[config.mk]
export PLATFORM = sky130hd
export DESIGN_NAME = cart_bank_mapper
export DESIGN_NICKNAME = d
export VERILOG_FILES = /design/src/rtl/cbm_pkg.sv /design/src/rtl/cbm_wr_decode.sv /design/src/rtl/cbm_bank_regs.sv /design/src/rtl/cbm_out_mux.sv /design/src/rtl/cart_bank_mapper.sv
export SDC_FILE = /design/constraint.sdc
export NUM_CORES = 1
export LEC_CHECK = 0
export BUFFER_PORTS_ARGS = -buffer_cell sky130_fd_sc_hd__buf_2
export CORE_AREA = 2 2 125 127
export DETAILED_ROUTE_END_ITERATION = 10
export DIE_AREA = 0 0 127 129
export HOLD_SLACK_MARGIN = 0.1
export PLACE_DENSITY = 0.42
export SLEW_MARGIN = 20
export SYNTH_ARGS = -nofsm -noshare
export SYNTH_HDL_FRONTEND = slang
export SYNTH_HIERARCHICAL = 1
export SYNTH_SLANG_ARGS = --single-unit
[constraint.sdc]
create_clock -name clk -period 3 [get_ports clk]
set_input_delay 0.15 -clock clk [delete_from_list [all_inputs] [get_ports clk]]
set_output_delay 0.15 -clock clk [all_outputs]
set_load 0.02 [all_outputs]
[src/rtl/cbm_pkg.sv]
package cbm_pkg;

    localparam int CPU_AW     = 16;
    localparam int PPU_AW     = 14;
    localparam int DATA_W     = 8;
    localparam int NIB_W      = 4;
    localparam int PRG_SEL_W  = 4;
    localparam int CHR_SEL_W  = 2 * NIB_W;
    localparam int CHR_WIN    = 8;
    localparam int CHR_IDX_W  = $clog2(CHR_WIN);

    typedef enum logic [1:0] {
        MIR_VERT = 2'd0,
        MIR_HORZ = 2'd1,
        MIR_LOW  = 2'd2,
        MIR_HIGH = 2'd3
    } mirror_e;

    typedef struct packed {
        logic                 prg0_we;
        logic                 prg1_we;
        logic                 mirr_we;
        logic                 chr_we;
        logic [CHR_IDX_W-1:0] chr_idx;
        logic                 chr_hi_nib;
    } wr_cmd_t;

    typedef struct packed {
        logic [PRG_SEL_W-1:0]               prg0;
        logic [PRG_SEL_W-1:0]               prg1;
        mirror_e                            mirr;
        logic [CHR_WIN-1:0][CHR_SEL_W-1:0]  chr;
    } bank_state_t;

    // Returns {effective A1, effective A0} after the revision swap.
    function automatic logic [1:0] eff_sel(input logic alt, input logic [1:0] a10);
        return alt ? {a10[0], a10[1]} : a10;
    endfunction

endpackage

[src/rtl/cbm_wr_decode.sv]
module cbm_wr_decode
    import cbm_pkg::*;
(
    input  logic              strap_alt,
    input  logic [CPU_AW-1:0] cpu_addr,
    input  logic              cpu_rw,
    input  logic              cpu_wr_stb,
    output wr_cmd_t           cmd
);

    logic       wr_ok;
    logic [1:0] sel;
    logic [2:0] page;
    logic [2:0] pair;

    assign wr_ok = cpu_wr_stb & ~cpu_rw & cpu_addr[CPU_AW-1];
    assign sel   = eff_sel(strap_alt, cpu_addr[1:0]);
    assign page  = cpu_addr[CPU_AW-2:CPU_AW-4];
    assign pair  = page - 3'd3;

    always_comb begin
        cmd = '0;
        cmd.chr_idx    = {pair[1:0], sel[1]};
        cmd.chr_hi_nib = sel[0];
        if (wr_ok) begin
            unique case (page)
                3'd0:                   cmd.prg0_we = 1'b1;
                3'd1:                   cmd.mirr_we = 1'b1;
                3'd2:                   cmd.prg1_we = 1'b1;
                3'd3, 3'd4, 3'd5, 3'd6: cmd.chr_we  = 1'b1;
                default:                ;
            endcase
        end
    end

endmodule

[src/rtl/cbm_bank_regs.sv]
module cbm_bank_regs
    import cbm_pkg::*;
(
    input  logic              clk,
    input  logic              rst,
    input  wr_cmd_t           cmd,
    input  logic [DATA_W-1:0] wdata,
    output bank_state_t       state_q
);

    always_ff @(posedge clk) begin
        if (rst) begin
            state_q <= '0;
        end else begin
            if (cmd.prg0_we) state_q.prg0 <= wdata[PRG_SEL_W-1:0];
            if (cmd.prg1_we) state_q.prg1 <= wdata[PRG_SEL_W-1:0];
            if (cmd.mirr_we) state_q.mirr <= mirror_e'(wdata[1:0]);
            for (int w = 0; w < CHR_WIN; w++) begin
                if (cmd.chr_we && cmd.chr_idx == CHR_IDX_W'(w)) begin
                    if (cmd.chr_hi_nib)
                        state_q.chr[w][CHR_SEL_W-1:NIB_W] <= wdata[NIB_W-1:0];
                    else
                        state_q.chr[w][NIB_W-1:0] <= wdata[NIB_W-1:0];
                end
            end
        end
    end

    assert_prg0_load_R2: assert property (@(posedge clk) disable iff (rst)
        cmd.prg0_we |=> state_q.prg0 == $past(wdata[PRG_SEL_W-1:0]));

    assert_mirr_load_R4: assert property (@(posedge clk) disable iff (rst)
        cmd.mirr_we |=> state_q.mirr == mirror_e'($past(wdata[1:0])));

    assert_idle_hold_R8: assert property (@(posedge clk) disable iff (rst)
        !(cmd.prg0_we || cmd.prg1_we || cmd.mirr_we || cmd.chr_we) |=> $stable(state_q));

endmodule

[src/rtl/cbm_out_mux.sv]
module cbm_out_mux
    import cbm_pkg::*;
#(
    parameter int PRG_OUT_W = 4
)(
    input  bank_state_t          state_q,
    input  logic                 strap_alt,
    input  logic [1:0]           cpu_win,
    input  logic [2:0]           ppu_win,
    input  logic                 ppu_a10,
    input  logic                 ppu_a11,
    output logic [PRG_OUT_W-1:0] prg_hi,
    output logic [CHR_SEL_W-1:0] chr_hi,
    output logic                 ciram_a10
);

    localparam logic [PRG_OUT_W-1:0] LAST_BANK = '1;
    localparam logic [PRG_OUT_W-1:0] NEXT_LAST = LAST_BANK - 1'b1;

    logic [CHR_SEL_W-1:0] chr_raw;

    always_comb begin
        unique case (cpu_win)
            2'd0:    prg_hi = PRG_OUT_W'(state_q.prg0);
            2'd1:    prg_hi = PRG_OUT_W'(state_q.prg1);
            2'd2:    prg_hi = NEXT_LAST;
            default: prg_hi = LAST_BANK;
        endcase
    end

    assign chr_raw = state_q.chr[ppu_win];
    assign chr_hi  = strap_alt ? (chr_raw >> 1) : chr_raw;

    always_comb begin
        unique case (state_q.mirr)
            MIR_VERT: ciram_a10 = ppu_a10;
            MIR_HORZ: ciram_a10 = ppu_a11;
            MIR_LOW:  ciram_a10 = 1'b0;
            default:  ciram_a10 = 1'b1;
        endcase
    end

endmodule

[src/rtl/cart_bank_mapper.sv]
module cart_bank_mapper
    import cbm_pkg::*;
#(
    parameter int PRG_OUT_W = 4
)(
    input  logic                 clk,
    input  logic                 rst,
    input  logic                 strap_alt,
    input  logic [15:0]          cpu_addr,
    input  logic [7:0]           cpu_data,
    input  logic                 cpu_rw,
    input  logic                 cpu_wr_stb,
    input  logic [13:0]          ppu_addr,
    output logic [PRG_OUT_W-1:0] prg_hi,
    output logic [7:0]           chr_hi,
    output logic                 ciram_a10
);

    wr_cmd_t     cmd;
    bank_state_t state_q;
    logic        unused_bits;

    assign unused_bits = ^{cpu_data[7:4], cpu_addr[11:2], ppu_addr[13], ppu_addr[9:0]};

    cbm_wr_decode u_decode (
        .strap_alt  (strap_alt),
        .cpu_addr   (cpu_addr),
        .cpu_rw     (cpu_rw),
        .cpu_wr_stb (cpu_wr_stb),
        .cmd        (cmd)
    );

    cbm_bank_regs u_regs (
        .clk     (clk),
        .rst     (rst),
        .cmd     (cmd),
        .wdata   (cpu_data),
        .state_q (state_q)
    );

    cbm_out_mux #(.PRG_OUT_W(PRG_OUT_W)) u_mux (
        .state_q   (state_q),
        .strap_alt (strap_alt),
        .cpu_win   (cpu_addr[14:13]),
        .ppu_win   (ppu_addr[12:10]),
        .ppu_a10   (ppu_addr[10]),
        .ppu_a11   (ppu_addr[11]),
        .prg_hi    (prg_hi),
        .chr_hi    (chr_hi),
        .ciram_a10 (ciram_a10)
    );

    assert_fixed_last_R3: assert property (@(posedge clk) disable iff (rst)
        cpu_addr[14:13] == 2'b11 |-> prg_hi == {PRG_OUT_W{1'b1}});

    assert_alt_top_bit_R7: assert property (@(posedge clk) disable iff (rst)
        strap_alt |-> chr_hi[7] == 1'b0);

    assert_low_screen_R4: assert property (@(posedge clk) disable iff (rst)
        state_q.mirr == MIR_LOW |-> !ciram_a10);

    assert_one_target_R5: assert property (@(posedge clk) disable iff (rst)
        $onehot0({cmd.prg0_we, cmd.prg1_we, cmd.mirr_we, cmd.chr_we}));

    assert_top_page_ignored_R8: assert property (@(posedge clk) disable iff (rst)
        (cpu_addr[15:12] == 4'hF) |-> !(cmd.prg0_we || cmd.prg1_we || cmd.mirr_we || cmd.chr_we));

endmodule

==> results.toml, run 1 <==
[status]
run_status = "finished clean"

[timing]
finalSetupTns_ns = 0
finalCritPeriodShare_pct = 69.35
post-route-min-period_ns = 2.081
timing.final.setup_violations = 0
max_freq_mhz = 480.6
worstMarginPinSlew_ns = 0.8583
finalClockSkew_ns = 0
maxSlewHeadroom_pct = 42.78
report.final.slew_viol_count = 0
hold_viol_final = 0
grt_setup_unrepaired = "false"

[critical_path]
worst-setup-path-type = "input port to output port"
reg2reg_slack_ns = 2.37
critPathArrivalTime_ns = 1.93
critPathCaptureType = "output port"
critical_path.reg2reg.endpoint = "u_regs/state_q[72]"
critical_path_peak_fanout = 16
critical_path.startpoint_type = "input port"
r2r.worst_path.cells = 2
worst-endpoint-required_ns = 2.85
rr_startpoint = "u_regs/state_q[72]"

[pwr]
switching_share_pct = 20.80
switching_component_of_the_power_uw = 475.7
sequentialPowerShare_pct = 43.2
power_density_nw_per_um2 = 533.7
peakVddDrop_v = 0.0002502
clock_power_share_pct = 50.7
combPwrFrac_pct = 6.1
p_int_uw = 1811
total_leakage_power_uw = 0.002012
power_uw = 2287

[cells_and_area]
finish.net_count = 401
utilization_pct = 28.61
final_layout_size_suffix_gt1_share_pct = 17.32
final_cell_area_sq_um = 4285
count_of_inserted_antenna_diode_cells = 0
regMostFlops = "u_regs/state_q"
fill_cells = 1568
layout-area-overhead-vs-synth_pct = 16.18
largest_register_ffs = 74
reg_top3 = "u_regs/state_q: 74 flops"

[clock_tree]
worstSkewPairLatency_ns = 0.33
clock_tree.root_cell = "clkbuf_16"
number_of_buffers_created_by_cts = 9
cts_setup_buffers = 0
cts_tree = "done"
clk_transition_reported_paths_ns = 0.05
clkSinkCount = 74
hold_buffer_count_at_cts = 1
cts.htree.levels = 3
ctsLongestPathBuffers = 2
post_cts_resize_count = 0

[route]
viasPerCell = 4.509
drcViolationCount = 0
drt_first_iter_violations = 64
drt-wirelength-per-cell_um = 16.11
drt.antenna.violating_nets = 0
route.vias.total = 2462
dr.pass1.iters = 4
totalWireLength_mm = 8.797

[die]
dieArea_sq_um = 16380
rows = 45
fp.coreArea_sq_um = 14980
design.portCount = 56
dieHeight_um = 129
chipWidth_um = 127
initial_utilization_pct = 24.63

[placement]
finalWeightedCongestion = 0.7752
post_dp_cell_area_sq_um = 3955
place.port_buffers = 30
dp_hpwl_mm = 5.988

[run]
maxCapViolCount = 0

[global_route]
grt_max_degree = 42
grt_first_pass_wirelength_mm = 14.39
globalRoute.totalOverflow = 0
number_of_antenna_violations_at_the_first_check_in_global_routing = 0
grtUsageTotal_pct = 11.58
first_global_vias = 2604

[synthesis]
synth-warning-count = 6
syn_nets = 382
post_synth_num_cell_types = 30
syn_inst = 335
synth_sequential_area_ratio_pct = 40.16
syn-mean-instance-area_sq_um = 11.01
synthesis.area_sq_um = 3689
postSynthRegisterBits = 74

[hold_path]
min_from = "cpu_data[3]"
min_to = "u_regs/state_q[73]"
worst_hold_path_type = "input port to flop"
worst_hold_path.num_cells = 3
[worst max-delay path by stage]
stage / startpoint / end / depth (start not counted)
final: ppu_addr[10] / chr_hi[3] / 5
after global routing: cpu_addr[12] / u_regs/state_q[22] / 8
after CTS: ppu_addr[10] / chr_hi[3] / 5
after detailed placement: cpu_addr[12] / u_regs/state_q[21] / 8
after global placement: cpu_addr[12] / u_regs/state_q[22] / 8
after floorplan: cpu_addr[12] / u_regs/state_q[21] / 7
[per-stage QoR]
stage | worst slack, ns | std cells | hold slack [ns]
after floorplan | 1.428 | 335 | 0.2968
after global placement | 0.7393 | 530 | 0.4332
after detailed placement | 0.7185 | 530 | 0.4411
after CTS | 0.8520 | 546 | 0.1121
after global routing | 0.7602 | 546 | 0.1195
final | 0.9194 | 546 | 0.1231
[power groups by stage]
| stage | sequential (uW) | combinational [uW] | clock, uW |
|---|---|---|---|
| after floorplan | 1010 | 101 | 0 |
| after global placement | 1010 | 140 | 0 |
| after detailed placement | 1010 | 142 | 0 |
| after CTS | 988 | 143 | 1200 |
| after global routing | 988 | 154 | 1240 |
| final | 988 | 140 | 1160 |
[kinds of logic (layout without fill, tap and decap cells)]
family                     Yosys count  count (layout)  synth area share (%)
adders and majority gates            4               4                 1.357
muxes                              107             107                 35.04
buffers and inverters               26              49                 3.630
and+or+nand+nor                    118             118                 18.69
AOI/OAI and AO/OA                    6               6                 1.119
DFF                                 74              74                 40.16
[cells in the final DEF, fill, tap and decap left out, types with 2 or more instances in the layout]
master / Yosys / routed
and2_1: 3 / 3
nor2b_1: 3 / 3
clkbuf_8: 0 / 2
dfxtp_1: 74 / 74
mux4_1: 5 / 5
mux2_2: 2 / 2
buf_2: 7 / 30
mux2i_1: 89 / 89
clkbuf_16: 0 / 9
nor2_1: 14 / 14
bufinv_16: 0 / 2
nand2b_1: 69 / 69
mux4_2: 11 / 11
inv_1: 2 / 2
clkbuf_1: 13 / 2
ha_1: 4 / 4
a211o_1: 3 / 3
and2b_2: 2 / 2
o21ai_0: 3 / 3
nand3_1: 4 / 4
nand2_1: 15 / 15
[worst max-delay path, stage by stage]
cell and delay (ns):
buf_2 0.47, mux4_1 0.62, mux2i_1 0.32, mux2i_1 0.16
buf_2 0.19
[synthesized netlist by cell type]
cell type	instances	area share, %
buf_12	1	0.54
nand3_1	4	0.54
mux2i_1	89	24
nor2_1	14	1.4
dfxtp_1	74	40
buf_1	1	0.10
and4bb_1	1	0.34
mux4_2	11	6.7
a211o_1	3	0.71
and2b_2	2	0.47
and2_1	3	0.51
nor2b_1	3	0.51
ha_1	4	1.4
clkbuf_1	13	1.3
o21ai_0	3	0.41
buf_6	1	0.31
buf_2	7	0.95
buf_4	1	0.20
nor3b_2	1	0.34
and2_4	1	0.24
mux2_2	2	0.61
nand2b_1	69	12
inv_1	2	0.20
mux4_1	5	3.6
and3b_1	1	0.24
and3b_2	1	0.27
nor4b_1	1	0.24
nor4_1	1	0.17
and3_1	1	0.17
nand2_1	15	1.5
[final cells by class]
| class | count | area (sq um) | share of cell area (%) |
|---|---|---|---|
| clock buffer | 13 | 260.3 | 6.073 |
| sequential | 74 | 1481 | 34.57 |
| multi-input combinational | 235 | 2073 | 48.38 |
| inverter | 2 | 7.507 | 0.1752 |
| clock inverter | 2 | 60.06 | 1.401 |
| tap | 188 | 235.2 | 5.489 |
| timing repair buffer | 32 | 167.7 | 3.912 |
[layer usage]
metal	up-vias	track usage, %	wire length (um)
met1	1227	14.87	4148
met2	23	18.88	4279
met4	0	6.206	229
met5	-	0	0
li1	1195	-	-
met3	17	1.746	139
Power figures use the tool's default switching activity.
==> run 2, diff against run 1 <==
--- a/config.mk
+++ b/config.mk
@@ -5,10 +5,11 @@
 export SDC_FILE = /design/constraint.sdc
 export NUM_CORES = 1
 export LEC_CHECK = 0
+export ABC_AREA = 1
 export BUFFER_PORTS_ARGS = -buffer_cell sky130_fd_sc_hd__buf_2
-export CORE_AREA = 2 2 125 127
+export CORE_AREA = 2 2 136 138
 export DETAILED_ROUTE_END_ITERATION = 10
-export DIE_AREA = 0 0 127 129
+export DIE_AREA = 0 0 138 140
 export HOLD_SLACK_MARGIN = 0.1
 export PLACE_DENSITY = 0.42
 export SLEW_MARGIN = 20
==> constraint.sdc (replaced) <==
create_clock -name clk -period 2 [get_ports clk]
set_input_delay 0.1 -clock clk [delete_from_list [all_inputs] [get_ports clk]]
set_output_delay 0.1 -clock clk [all_outputs]
set_load 0.02 [all_outputs]
==> run 2 against run 1 <==
  * Area after synthesis is 19% higher
  * Via count grew 68%
  * Wire length grew 48%
  * Highest routed layer unchanged
  * Total power grew 64%
  * Largest cell class unchanged
  * Hold slack improved by 0.049 ns
  * Clock skew did not move
  * Combinational power grew to 3.2 times the previous value
==> results.toml, run 2 <==
[global_route]
grtUsageTotal_pct = 13.95
grt_first_pass_wirelength_mm = 21.01
first_global_vias = 3815
globalRoute.totalOverflow = 0
grt_max_degree = 55
number_of_antenna_violations_at_the_first_check_in_global_routing = 0

[clock_tree]
worstSkewPairLatency_ns = 0.34
cts.htree.levels = 3
clock_tree.root_cell = "clkbuf_16"
post_cts_resize_count = 0
clk_transition_reported_paths_ns = 0.06
number_of_buffers_created_by_cts = 9
cts_tree = "done"
cts_setup_buffers = 0
clkSinkCount = 74
ctsLongestPathBuffers = 2

[route]
drt.antenna.violating_nets = 0
totalWireLength_mm = 13.03
dr.pass1.iters = 4
drt-wirelength-per-cell_um = 12.70
drt_first_iter_violations = 220
route.vias.total = 4125
drcViolationCount = 0
viasPerCell = 4.020

[die]
fp.coreArea_sq_um = 17780
dieArea_sq_um = 19320
rows = 49
dieHeight_um = 140
chipWidth_um = 138
initial_utilization_pct = 24.74
design.portCount = 56

[synthesis]
synth-warning-count = 6
post-synth-top-area-fraction_pct = 33.67
syn_nets = 806
synthesis.area_sq_um = 4399
synth_sequential_area_ratio_pct = 33.67
synth_enable_flop_cells = 0
post_synth_num_cell_types = 24
synthFlopType = "dfxtp_1"
syn_inst = 759
postSynthRegisterBits = 74
syn-mean-instance-area_sq_um = 5.796
postSynth.asyncResetShare_pct = 0
synth_top_area_cell = "dfxtp_1"
synth_most_common_cell = "nand2_1"
synth.area.top_cells = "dfxtp_1 34%, nand2_1 19%, inv_1 15%"
ys_top_cells_by_count = "221 x nand2_1, 173 x inv_1, 109 x nand3_1"

[placement]
dp_cells = 1006
place.port_buffers = 30
dp_hpwl_mm = 8.913
finalWeightedCongestion = 0.7830

[timing]
finalSetupTns_ns = 0
timing.final.setup_violations = 0
report.final.slew_viol_count = 0
max_freq_mhz = 664.9
hold_viol_final = 0
finalClockSkew_ns = 0
grt_setup_unrepaired = "false"
worstMarginPinSlew_ns = 0.6797
maxSlewHeadroom_pct = 54.63
post-route-min-period_ns = 1.504
finalCritPeriodShare_pct = 75.19

[cells_and_area]
final_common_cell = "nand2_1"
utilization_pct = 29.17
finalNonFillerCells = 1026
count_of_inserted_antenna_diode_cells = 0
layout-area-overhead-vs-synth_pct = 17.89
fill_cells = 2079
final_layout_size_suffix_gt1_share_pct = 10.41
largest_register_ffs = 74
finish.net_count = 839
reg_top3 = "u_regs/state_q: 74 flops"
most_frequent_cells_in_the_layout = "221 x nand2_1, 172 x inv_1, 109 x nand3_1, 101 x nor2_1, 74 x dfxtp_1"
regMostFlops = "u_regs/state_q"

[pwr]
power_density_nw_per_um2 = 724.5
total_leakage_power_uw = 0.002566
peakVddDrop_v = 0.0003697

[critical_path]
worst-endpoint-required_ns = 2.27
critical_path.cell_chain = "buf_2, inv_1, ha_1, inv_1, nand2_1, nor2_1, nor2_1, inv_1, nor2_4, nand3_1, nand2_1, nand2_1, nor2_1"
critPathLaunch = "cpu_addr[12]"
critPathArrivalTime_ns = 1.78
rr_startpoint = "u_regs/state_q[39]"
critical_path.max_stage_delay_ns = 0.30
critical-path-slowest-cell = "nor2_1"
critical_path.startpoint_type = "input port"
critPathCaptureType = "flop"
worst-setup-path-type = "input port to flop"
critical_path_peak_fanout = 8

[hold_path]
worst_hold_path_type = "input port to flop"
min_from = "rst"

[status]
run_status = "finished clean"

[run]
maxCapViolCount = 0
-- run 2: changes by cell type in the layout (fill, tap and decap cells not counted), sizes merged, moves of 16 or more --
cell    change
nand3     +106
inv       +173
mux2i      -89
nor2       +93
mux4       -16
nand2b     -69
nand2     +212
buf        +18
-- run 2: final timing paths --
| check | end | slack [ns] | cells past startpoint |
|---|---|---|---|
| worst min register to register | u_regs/state_q[59] | 0.46 | 2 |
| worst min-delay path | u_regs/state_q[28] | 0.17 | 4 |
| worst max-delay path | u_regs/state_q[7] | 0.50 | 13 |
| worst max register to register | u_regs/state_q[39] | 1.35 | 4 |
-- run 2: kinds of logic (layout without fill, tap and decap cells) --
kind of cell / count (synthesis) / in the layout / synth area share, %
compound gates: 28 / 28 / 3.271
fa+ha+maj: 4 / 4 / 1.138
buf+inv: 206 / 244 / 19.06
flops: 74 / 74 / 33.67
simple gates: 447 / 447 / 42.86
-- run 2: layer usage --
metal / up-vias / share of wire (%) / GRT usage [%]
li1: 2296 / - / -
met3: 4 / 3.8 / 3.487
met2: 62 / 41 / 20.77
met5: - / 0 / 0
met1: 1763 / 54 / 20.29
met4: 0 / 0.67 / 3.115
-- run 2: where the power goes --
part           internal (uW)  switching, uW
Sequential              1480           4.30
Combinational            132            320
Clock                   1160            656
-- run 2: metrics by stage --
step	instance area (sq um)	hold WS, ns	power, uW	setup slack, ns
2_1_floorplan	4399	0.2349	1810	0.4979
3_3_place_gp	4816	0.4325	1973	0.1720
3_5_place_dp	4816	0.4354	1971	0.1365
4_1_cts	5186	0.1570	3828	0.4818
5_1_grt	5186	0.2025	3928	0.2337
6_report	5186	0.1717	3757	0.4961
-- run 2: layout make-up --
type / instances / area [sq um] / area share (%)
multi-input cells: 479 / 2083 / 40.17
flip-flops and latches: 74 / 1481 / 28.56
inverters: 175 / 659.4 / 12.71
repair buffers: 53 / 345.3 / 6.659
well taps: 229 / 286.5 / 5.525
clock buffers: 12 / 256.5 / 4.946
clock inverters: 4 / 73.82 / 1.423
-- run 2: repair_timing --
action | in CTS | in global routing
hold buffers | 4 | 0
endpoints found under the hold margin | 13 | 0
endpoints found under the setup margin | 0 | 0
-- run 2: worst max-delay path: cells and delay by family --
| family | cells | cell delay (ns) |
|---|---|---|
| buffers and inverters | 4 | 0.38 |
| adder cells (fa/ha/maj) | 1 | 0.15 |
| AND/OR/NAND/NOR | 8 | 1.14 |
